$ cat config.mk
export PLATFORM = sky130hd
export DESIGN_NAME = exc_entry_vec
export DESIGN_NICKNAME = d
export VERILOG_FILES = /design/src/rtl/exc_entry_vec.sv
export SDC_FILE = /design/constraint.sdc
export NUM_CORES = 1
export LEC_CHECK = 0
export ABC_AREA = 0
export BUFFER_PORTS_ARGS = -buffer_cell sky130_fd_sc_hd__buf_2
export CORE_MARGIN = 10
export CORE_UTILIZATION = 50
export DETAILED_ROUTE_END_ITERATION = 10
export PLACE_DENSITY = 0.82
export SLEW_MARGIN = 5
export SYNTH_ARGS = -nofsm -noshare
export SYNTH_HDL_FRONTEND = slang
export SYNTH_SLANG_ARGS = --single-unit
$ cat constraint.sdc
create_clock -name clk -period 13.4 [get_ports clk]
set_input_delay 2.68 -clock clk [delete_from_list [all_inputs] [get_ports clk]]
set_output_delay 2.68 -clock clk [all_outputs]
set_load 0.02 [all_outputs]
$ cat src/rtl/exc_entry_vec.sv
module exc_entry_vec #(
  parameter int AW = 32,
  parameter logic [AW-1:0] BOOT_BASE = 'hBFC0_0000,
  parameter int IRQ_N = 8,
  parameter int CODE_W = 5,
  parameter int SP_W = 5
) (
  input  logic              clk,
  input  logic              rst_n,
  input  logic              req_i,
  input  logic [CODE_W-1:0] kind_i,
  input  logic              tlb_miss_i,
  input  logic [AW-1:0]     pc_i,
  input  logic              in_slot_i,
  input  logic              exl_i,
  input  logic              erl_i,
  input  logic              bev_i,
  input  logic              nmi_i,
  input  logic [1:0]        ksu_i,
  input  logic [IRQ_N-1:0]  im_i,
  input  logic [IRQ_N-1:0]  ip_i,
  input  logic              iv_i,
  input  logic [SP_W-1:0]   spacing_i,
  input  logic [AW-1:0]     ebase_i,
  output logic              upd_o,
  output logic [AW-1:0]     pc_o,
  output logic [AW-1:0]     epc_o,
  output logic [AW-1:0]     err_epc_o,
  output logic              bd_o,
  output logic [CODE_W-1:0] code_o,
  output logic              exl_o,
  output logic              erl_o,
  output logic              bev_o,
  output logic              nmi_o,
  output logic [1:0]        ksu_o
);
  localparam int VEC_W = (IRQ_N > 1) ? $clog2(IRQ_N) : 1;
  localparam logic [CODE_W-1:0] K_INT  = CODE_W'(0);
  localparam logic [CODE_W-1:0] K_TLBL = CODE_W'(2);
  localparam logic [CODE_W-1:0] K_TLBS = CODE_W'(3);
  localparam logic [CODE_W-1:0] K_NMI  = CODE_W'(28);
  localparam logic [CODE_W-1:0] K_RST  = CODE_W'(29);
  localparam logic [CODE_W-1:0] K_CERR = CODE_W'(30);
  localparam logic [AW-1:0] OFF_GEN  = AW'('h180);
  localparam logic [AW-1:0] OFF_VEC  = AW'('h200);
  localparam logic [AW-1:0] OFF_CEB  = AW'('h100);
  localparam logic [AW-1:0] OFF_CEN  = AW'('h2000_0100);

  logic              is_err, is_gen;
  logic [IRQ_N-1:0]  act;
  logic [VEC_W-1:0]  vec;
  logic [AW-1:0]     off, base, slot_pc;

  assign is_err  = req_i && (kind_i == K_NMI || kind_i == K_RST);
  assign is_gen  = req_i && !is_err;
  assign act     = ip_i & im_i;
  assign slot_pc = in_slot_i ? pc_i - AW'(4) : pc_i;
  assign base    = bev_i ? BOOT_BASE + OFF_VEC : {ebase_i[AW-1:10], 10'b0};

  always_comb begin
    vec = '0;
    for (int i = 0; i < IRQ_N; i++)
      if (act[i]) vec = VEC_W'(i);
  end

  always_comb begin
    off = OFF_GEN;
    if (kind_i == K_INT && iv_i) begin
      if (bev_i || spacing_i == '0) off = OFF_VEC;
      else off = OFF_VEC + AW'(vec) * (AW'(spacing_i) << 5);
    end else if ((kind_i == K_TLBL || kind_i == K_TLBS) && tlb_miss_i && !exl_i) begin
      off = '0;
    end else if (kind_i == K_CERR) begin
      off = bev_i ? OFF_CEB : OFF_CEN;
    end
  end

  always_ff @(posedge clk) begin
    if (!rst_n) begin
      upd_o     <= 1'b0;
      pc_o      <= BOOT_BASE;
      epc_o     <= '0;
      err_epc_o <= '0;
      bd_o      <= 1'b0;
      code_o    <= '0;
      exl_o     <= 1'b0;
      erl_o     <= 1'b1;
      bev_o     <= 1'b1;
      nmi_o     <= 1'b0;
      ksu_o     <= 2'b00;
    end else begin
      upd_o <= req_i;
      exl_o <= exl_i;
      erl_o <= erl_i;
      bev_o <= bev_i;
      nmi_o <= nmi_i;
      ksu_o <= req_i ? 2'b00 : ksu_i;
      if (is_gen) begin
        pc_o   <= base + off;
        code_o <= kind_i;
        exl_o  <= 1'b1;
        if (!exl_i) begin
          epc_o <= slot_pc;
          bd_o  <= in_slot_i;
        end
      end else if (is_err) begin
        pc_o      <= BOOT_BASE;
        err_epc_o <= slot_pc;
        erl_o     <= 1'b1;
        bev_o     <= 1'b1;
        nmi_o     <= (kind_i == K_NMI);
      end
    end
  end
endmodule

==> results.yml, run 1 <==
status:
  run_status: "finished, final reports clean"
route:
  post_drt_via_cell_ratio: 5.51
  detailroute.via_count: 5197
  drt-total-wl_um: 16300
  drt-wirelength-per-cell_um: 17.3
  dr.pass1.iters: 5
  post_detailed_route_count_of_antenna_violating_nets: 0
  drt_drc_violations_left: 0
  drt_first_iter_violations: 356
worst_setup_path:
  crit_path_top_delay_cell: "sky130_fd_sc_hd__fa_1"
  slowest_delay_ns: 0.58
  timing.critical_path.required_ns: 13.63
  worstSetupStartpointType: "input pin"
  path_cells: "buf_2 > nand2_1 > nand2_1 > o21ai_0 > nand2_1 > fa_1 > inv_1 > ha_1 > a21o_1 > a211oi_1 > nor2_1 > ha_1 > or3_1 > a21oi_1 > ha_1 > a211o_1 > a21oi_1 > nor3_1 > a2111oi_0 > nor3_1"
  timing.setup.critical_path_class: "input pin to flip-flop"
  ff2ff_setup_slack_ns: 12.64
  critical_path_arrival_ns: 7.55
  critical_path.max_fanout: 7
  end_kind: "flip-flop"
power_and_ir_drop:
  worst_ir_drop_vdd_mv: 0.0715
  power.density_nw_per_um2: 104
  pwr-share-seq: 0.490
  p_int_w: 0.000467
  netSwitchingFraction: 0.304
  net-switching-power_w: 0.000204
  p_leak_nw: 2.87
  clock_power_share: 0.309
  combinationalPowerShare: 0.201
layout:
  antenna_cells_inserted: 0
  synthToLayoutAreaGrowth_pct: 24.0
  layout.nets: 923
  layout_cell_share_with_drive_strength_beyond_1: 0.283
  final.fill_count: 914
floorplan:
  floorplan.initialDensity: 0.509
  die_w_um: 122
  die_h_um: 122
  core_area_sq_um: 10200
  design.portCount: 211
  placement_rows: 37
  design.die.area_sq_um: 14900
synth:
  yosysWarnings: 0
  synthTopCellsByArea: "sky130_fd_sc_hd__dfxtp_1 (40%), sky130_fd_sc_hd__o21ai_0 (6.0%), sky130_fd_sc_hd__nand2_1 (5.6%)"
  synth_simple_gate_area_share: 0.227
  number_of_flops_mapped_to_enable_cells_by_yosys: 0
  post-synth-top-area-cell: "sky130_fd_sc_hd__dfxtp_1"
  synthesized_area_fraction_occupied_by_ao_oa_aoi_and_oai_cells: 0.197
  ys_seq_elements: 104
  syn_inst: 622
  ys_types: 62
  synth-adder-area-share: 0.0528
  synth_mux_area_frac: 0.00960
  largest_family_of_logic_cells_by_synthesized_area: "simple AND/OR/NAND/NOR gates"
  fraction_of_synthesized_cell_area_in_xor_and_xnor_cells: 0.0756
  yosysSeqAreaShare: 0.399
  synth_largest_type_area_fraction: 0.399
  synthFlopType: "sky130_fd_sc_hd__dfxtp_1"
  synth_common_cells: "sky130_fd_sc_hd__dfxtp_1 (104), sky130_fd_sc_hd__nand2_1 (78), sky130_fd_sc_hd__o21ai_0 (63), sky130_fd_sc_hd__a21oi_1 (48), sky130_fd_sc_hd__nor2_1 (48)"
  synthMostInstantiatedCell: "sky130_fd_sc_hd__dfxtp_1"
  synth-async-reset-ratio: 0
  synth_area_per_cell_sq_um: 8.38
  mapped_area_sq_um: 5210
clock_tree:
  clock_tree.root_cell: "sky130_fd_sc_hd__clkbuf_8"
  tritoncts: "built"
  worstSkewPairLatency_ns: 0.36
  cts.htree.levels: 3
  cts_buffers: 9
  postCtsSetupBuffers: 0
  cts_buffer_depth: 2
  cts.sinks: 104
  cts-resized-gates: 0
  cts.reportedPaths.clkPinSlew_ns: 0.09
  cts_hold_buf: 0
placement:
  portBuffers: 193
  detailed_place_hpwl_um: 12800
  finalWeightedCongestion: 0.904
global_route:
  grt.met1_usage: 0.234
  grt_antenna_before_repair: 1
  busiest_layer: "met2"
  grt_pass1_vias: 5236
  wire_length_of_the_first_global_routing_pass_um: 26000
  grt_max_degree: 63
  globalRouteOverflowTotal: 0
  global_route.usage.met2: 0.367
  grt.total_usage: 0.212
  globalRouteMet3Util: 0.0930
min_path:
  min-delay-path-class: "flip-flop to flip-flop"
sta:
  fin_crit_sh: 0.546
  worst_slew_margin_rel: 0.417
  final.min_clock_period_ns: 7.31
  finalHoldWorstSlack_ns: 0.455
  timing.clock.skew_ns: 0
  timing.final.max_slew_violations: 0
  grt_setup_unrepaired: "false"
  max_slew.worst_pin.slew_ns: 0.873
  finalHoldViolCount: 0
  setup_tns_ns: 0
  report.final.setup_viol: 0
  achievable-frequency_mhz: 137
flow_run:
  max-cap-violations: 0
## state kept, by name (all words and copies together) (netlist names)
name,count
epc_o,32
err_epc_o,32
pc_o,27
code_o,5
ksu_o,2
bd_o,1
bev_o,1
erl_o,1
exl_o,1
nmi_o,1
upd_o,1
## routing by layer
layer | vias to the layer above | share of wire
met4 | 2 | 0.013
met2 | 193 | 0.48
met3 | 19 | 0.11
li1 | 2549 | -
met1 | 2434 | 0.39
met5 | - | 0.00043
## through the flow
step | utilization | setup slack, ns | area [sq um] | cells | power (W)
6_report | 0.632 | 6.09 | 6460 | 943 | 0.000671
2_1_floorplan | - | 6.40 | 5230 | 626 | 0.000419
3_3_place_gp | 0.611 | 5.82 | 6250 | 927 | 0.000465
4_1_cts | 0.632 | 6.10 | 6460 | 943 | 0.000675
5_1_grt | 0.632 | 5.72 | 6460 | 943 | 0.000700
3_5_place_dp | 0.611 | 5.69 | 6250 | 927 | 0.000469
## worst max-delay path, delay by kind of cell
family / cells / cell delay [ns]
AOI/OAI and AO/OA: 7 / 2.28
adders and majority gates: 4 / 1.42
buffers and inverters: 2 / 0.16
and+or+nand+nor: 7 / 1.02
## worst paths after layout
path / endpoint / cells after the start / start
hold / removal: pc_o[17] / 2 / pc_o[17]
setup reg to reg: epc_o[24] / 2 / epc_o[24]
setup / recovery: pc_o[25] / 20 / ip_i[4]
hold reg to reg: pc_o[17] / 2 / pc_o[17]
## layout make-up
type / instances / area [sq um] / area share
clock buffers: 10 / 138 / 0.0213
well taps: 136 / 170 / 0.0263
flip-flops and latches: 104 / 2080 / 0.322
clock inverters: 6 / 71.3 / 0.0110
inverters: 15 / 56.3 / 0.00871
repair buffers: 196 / 988 / 0.153
multi-input cells: 476 / 2960 / 0.458
## power groups by stage
stage               Combinational (W)  Sequential (W)  Clock (W)
floorplan                   0.0000674        0.000352          0
detailed placement           0.000134        0.000336          0
global placement             0.000130        0.000335          0
global route                 0.000148        0.000330   0.000222
finish                       0.000135        0.000329   0.000207
CTS                          0.000134        0.000329   0.000212
## logic make-up after synthesis
| kind of cell | Yosys count |
|---|---|
| other | 1 |
| adder cells (fa/ha/maj) | 19 |
| flip-flops | 104 |
| AO/OA/AOI/OAI | 168 |
| multiplexers | 5 |
| buffers and inverters | 46 |
| XOR/XNOR | 45 |
| AND/OR/NAND/NOR | 234 |
## cells in the final DEF, fill, tap and decap left out, types with 5 or more instances in the layout
cell / synthesis / final
sky130_fd_sc_hd__a211oi_1: 13 / 13
sky130_fd_sc_hd__a21oi_1: 48 / 47
sky130_fd_sc_hd__a22o_1: 8 / 8
sky130_fd_sc_hd__a311oi_1: 5 / 5
sky130_fd_sc_hd__and2_1: 8 / 8
sky130_fd_sc_hd__and3_1: 5 / 5
sky130_fd_sc_hd__buf_2: 1 / 193
sky130_fd_sc_hd__clkbuf_8: 0 / 10
sky130_fd_sc_hd__conb_1: 1 / 5
sky130_fd_sc_hd__dfxtp_1: 104 / 104
sky130_fd_sc_hd__fa_1: 5 / 5
sky130_fd_sc_hd__ha_1: 14 / 14
sky130_fd_sc_hd__inv_1: 15 / 15
sky130_fd_sc_hd__mux2i_1: 5 / 5
sky130_fd_sc_hd__nand2_1: 78 / 78
sky130_fd_sc_hd__nand3_1: 13 / 13
sky130_fd_sc_hd__nor2_1: 48 / 47
sky130_fd_sc_hd__nor2b_1: 12 / 12
sky130_fd_sc_hd__nor3_1: 18 / 18
sky130_fd_sc_hd__nor3b_1: 5 / 5
sky130_fd_sc_hd__nor4_1: 8 / 8
sky130_fd_sc_hd__o21ai_0: 63 / 63
sky130_fd_sc_hd__or2_2: 5 / 5
sky130_fd_sc_hd__or3_1: 8 / 8
sky130_fd_sc_hd__xnor2_1: 33 / 33
sky130_fd_sc_hd__xor2_1: 12 / 12
No activity file was read; power rests on OpenSTA's default activity.
==> inputs of run 2 (changes only) <==
- CORE_UTILIZATION: 50 -> 44
- PLACE_DENSITY: 0.82 -> 0.77
- clock period: 13.4 -> 6.3 ns (I/O delays scaled with it)
==> run 2 against run 1 <==
  * Clock-buffer cell count is 1 lower
  * Flip-flop and latch count stayed put
  * Largest cell class unchanged
  * Via count is 2.9% lower
  * Final cell count is 1.3% higher
  * Non-clock buffer count is 5 higher
  * Design area is 2.2% higher
  * Utilization is 5.8 points lower
  * Critical path type unchanged
  * Hold slack worse by 0.0058 ns
==> results.yml, run 2 (synthesis gave the netlist of run 1 again) <==
route:
  detailroute.via_count: 5048
  post_drt_via_cell_ratio: 5.29
  drt-total-wl_um: 16300
  post_detailed_route_count_of_antenna_violating_nets: 0
  drt_drc_violations_left: 0
  drt-wirelength-per-cell_um: 17.1
  dr.pass1.iters: 4
  drt_first_iter_violations: 233
layout:
  top_regs: "epc_o x32, err_epc_o x32, pc_o x27"
  synthToLayoutAreaGrowth_pct: 26.8
  antenna_cells_inserted: 0
  layout_cell_share_with_drive_strength_beyond_1: 0.287
  commonest_non_fill_non_tap_cell_in_the_layout: "sky130_fd_sc_hd__buf_2"
  mostFrequentLayoutCells: "sky130_fd_sc_hd__buf_2 (193), sky130_fd_sc_hd__dfxtp_1 (104), sky130_fd_sc_hd__nand2_1 (78)"
  finalNonFillerCells: 955
  layout.nets: 928
  postLayoutCoreUtil: 0.574
clock_tree:
  cts-resized-gates: 0
  worstSkewPairLatency_ns: 0.35
  tritoncts: "built"
  cts.htree.levels: 3
  cts_buffer_depth: 2
  cts.sinks: 104
  postCtsSetupBuffers: 0
  cts_buffers: 9
  cts_hold_buf: 0
  clock_tree.root_cell: "sky130_fd_sc_hd__clkbuf_16"
  cts.reportedPaths.clkPinSlew_ns: 0.08
global_route:
  grt_max_degree: 63
  grt.met1_usage: 0.219
  global_route.usage.met2: 0.319
  grt_antenna_before_repair: 0
  busiest_layer: "met2"
  globalRouteMet3Util: 0.0678
  globalRouteOverflowTotal: 0
  grt.total_usage: 0.188
  grt_pass1_vias: 5046
  wire_length_of_the_first_global_routing_pass_um: 25500
sta:
  finalHoldViolCount: 0
  timing.final.max_slew_violations: 0
  timing.clock.skew_ns: 0
  fin_crit_sh: 0.918
  report.final.setup_viol: 0
  setup_tns_ns: 0
  max_slew.worst_pin.slew_ns: 0.905
  achievable-frequency_mhz: 173
  final.min_clock_period_ns: 5.79
  worst_slew_margin_rel: 0.396
  grt_setup_unrepaired: "false"
worst_setup_path:
  critical_path.max_fanout: 6
  slowest_delay_ns: 0.58
  timing.setup.critical_path_class: "input pin to flip-flop"
  worstSetupStartpointType: "input pin"
  critical_path_arrival_ns: 6.01
  end_kind: "flip-flop"
  crit_path_top_delay_cell: "sky130_fd_sc_hd__fa_1"
  timing.critical_path.from: "ip_i[4]"
  timing.critical_path.required_ns: 6.53
  timing.rr.start: "err_epc_o[5]"
  path_cells: "buf_2 > nand2_1 > nand2_1 > o21ai_0 > nand2_1 > fa_1 > inv_1 > ha_1 > a21o_1 > a211oi_1 > nor2_1 > ha_1 > or3_1 > a21oi_1 > ha_1 > a211o_1 > a21oi_1 > nor3_1 > a2111oi_0 > nor3_1"
placement:
  detailed_place_hpwl_um: 12700
  finalWeightedCongestion: 0.863
  post-place-cells: 939
  portBuffers: 193
status:
  run_status: "finished, final reports clean"
power_and_ir_drop:
  p_leak_nw: 2.94
  power.density_nw_per_um2: 234
  worst_ir_drop_vdd_mv: 0.118
  report.power.total_w: 0.00155
min_path:
  hp-start: "err_epc_o[28]"
  min-delay-path-class: "flip-flop to flip-flop"
floorplan:
  core_area_sq_um: 11500
  die_w_um: 129
  floorplan.initialDensity: 0.453
  design.die.area_sq_um: 16600
  placement_rows: 39
  die_h_um: 129
  design.portCount: 211
flow_run:
  max-cap-violations: 0
==> run 2: changes by cell type in the layout (fill, tap and decap cells not counted), sizes merged <==
cell	before	now
clkinvlp	2	1
buf	196	201
clkinv	0	3
bufinv	1	0
clkbuf	10	9
==> run 2: area by class of cell <==
class	count	area (sq um)
Sequential cell	104	2080
Clock inverter	7	82.6
Clock buffer	9	225
Inverter	15	56.3
Fill cell	1073	4910
Timing Repair Buffer	201	1030
Tap cell	143	179
Multi-Input combinational cell	476	2960
==> run 2: final timing paths <==
kind	to	slack, ns	cells after the start
hold / removal	err_epc_o[28]	0.45	2
setup / recovery	pc_o[25]	0.51	20
hold reg to reg	err_epc_o[28]	0.45	2
setup reg to reg	err_epc_o[5]	5.57	2
==> run 2: stage by stage <==
stage / cell area, sq um / hold slack, ns / setup slack [ns]
6_report: 6610 / 0.449 / 0.515
5_1_grt: 6610 / 0.479 / 0.0553
4_1_cts: 6610 / 0.457 / 0.494
3_5_place_dp: 6300 / 0.438 / 0.138
3_3_place_gp: 6300 / 0.429 / 0.213
2_1_floorplan: 5230 / 0.528 / 0.719
==> run 2: critical path, delay by kind of cell <==
kind,cells,cell delay (ns)
AOI/OAI and AO/OA,7,2.15
adders and majority gates,4,1.42
and+or+nand+nor,7,1.00
buffers and inverters,2,0.15
==> run 2: per-layer routing <==
metal / up-vias / routed length (um)
li1: 2563 / -
met1: 2306 / 6970
met2: 164 / 7590
met3: 15 / 1530
met4: 0 / 195
met5: - / 0
==> run 2: report_power, final <==
group	internal [W]	total, W	switching, W	leakage, nW
Sequential	0.000685	0.000698	0.0000128	0.851
Clock	0.000283	0.000565	0.000282	0.145
Combinational	0.000108	0.000284	0.000176	1.95
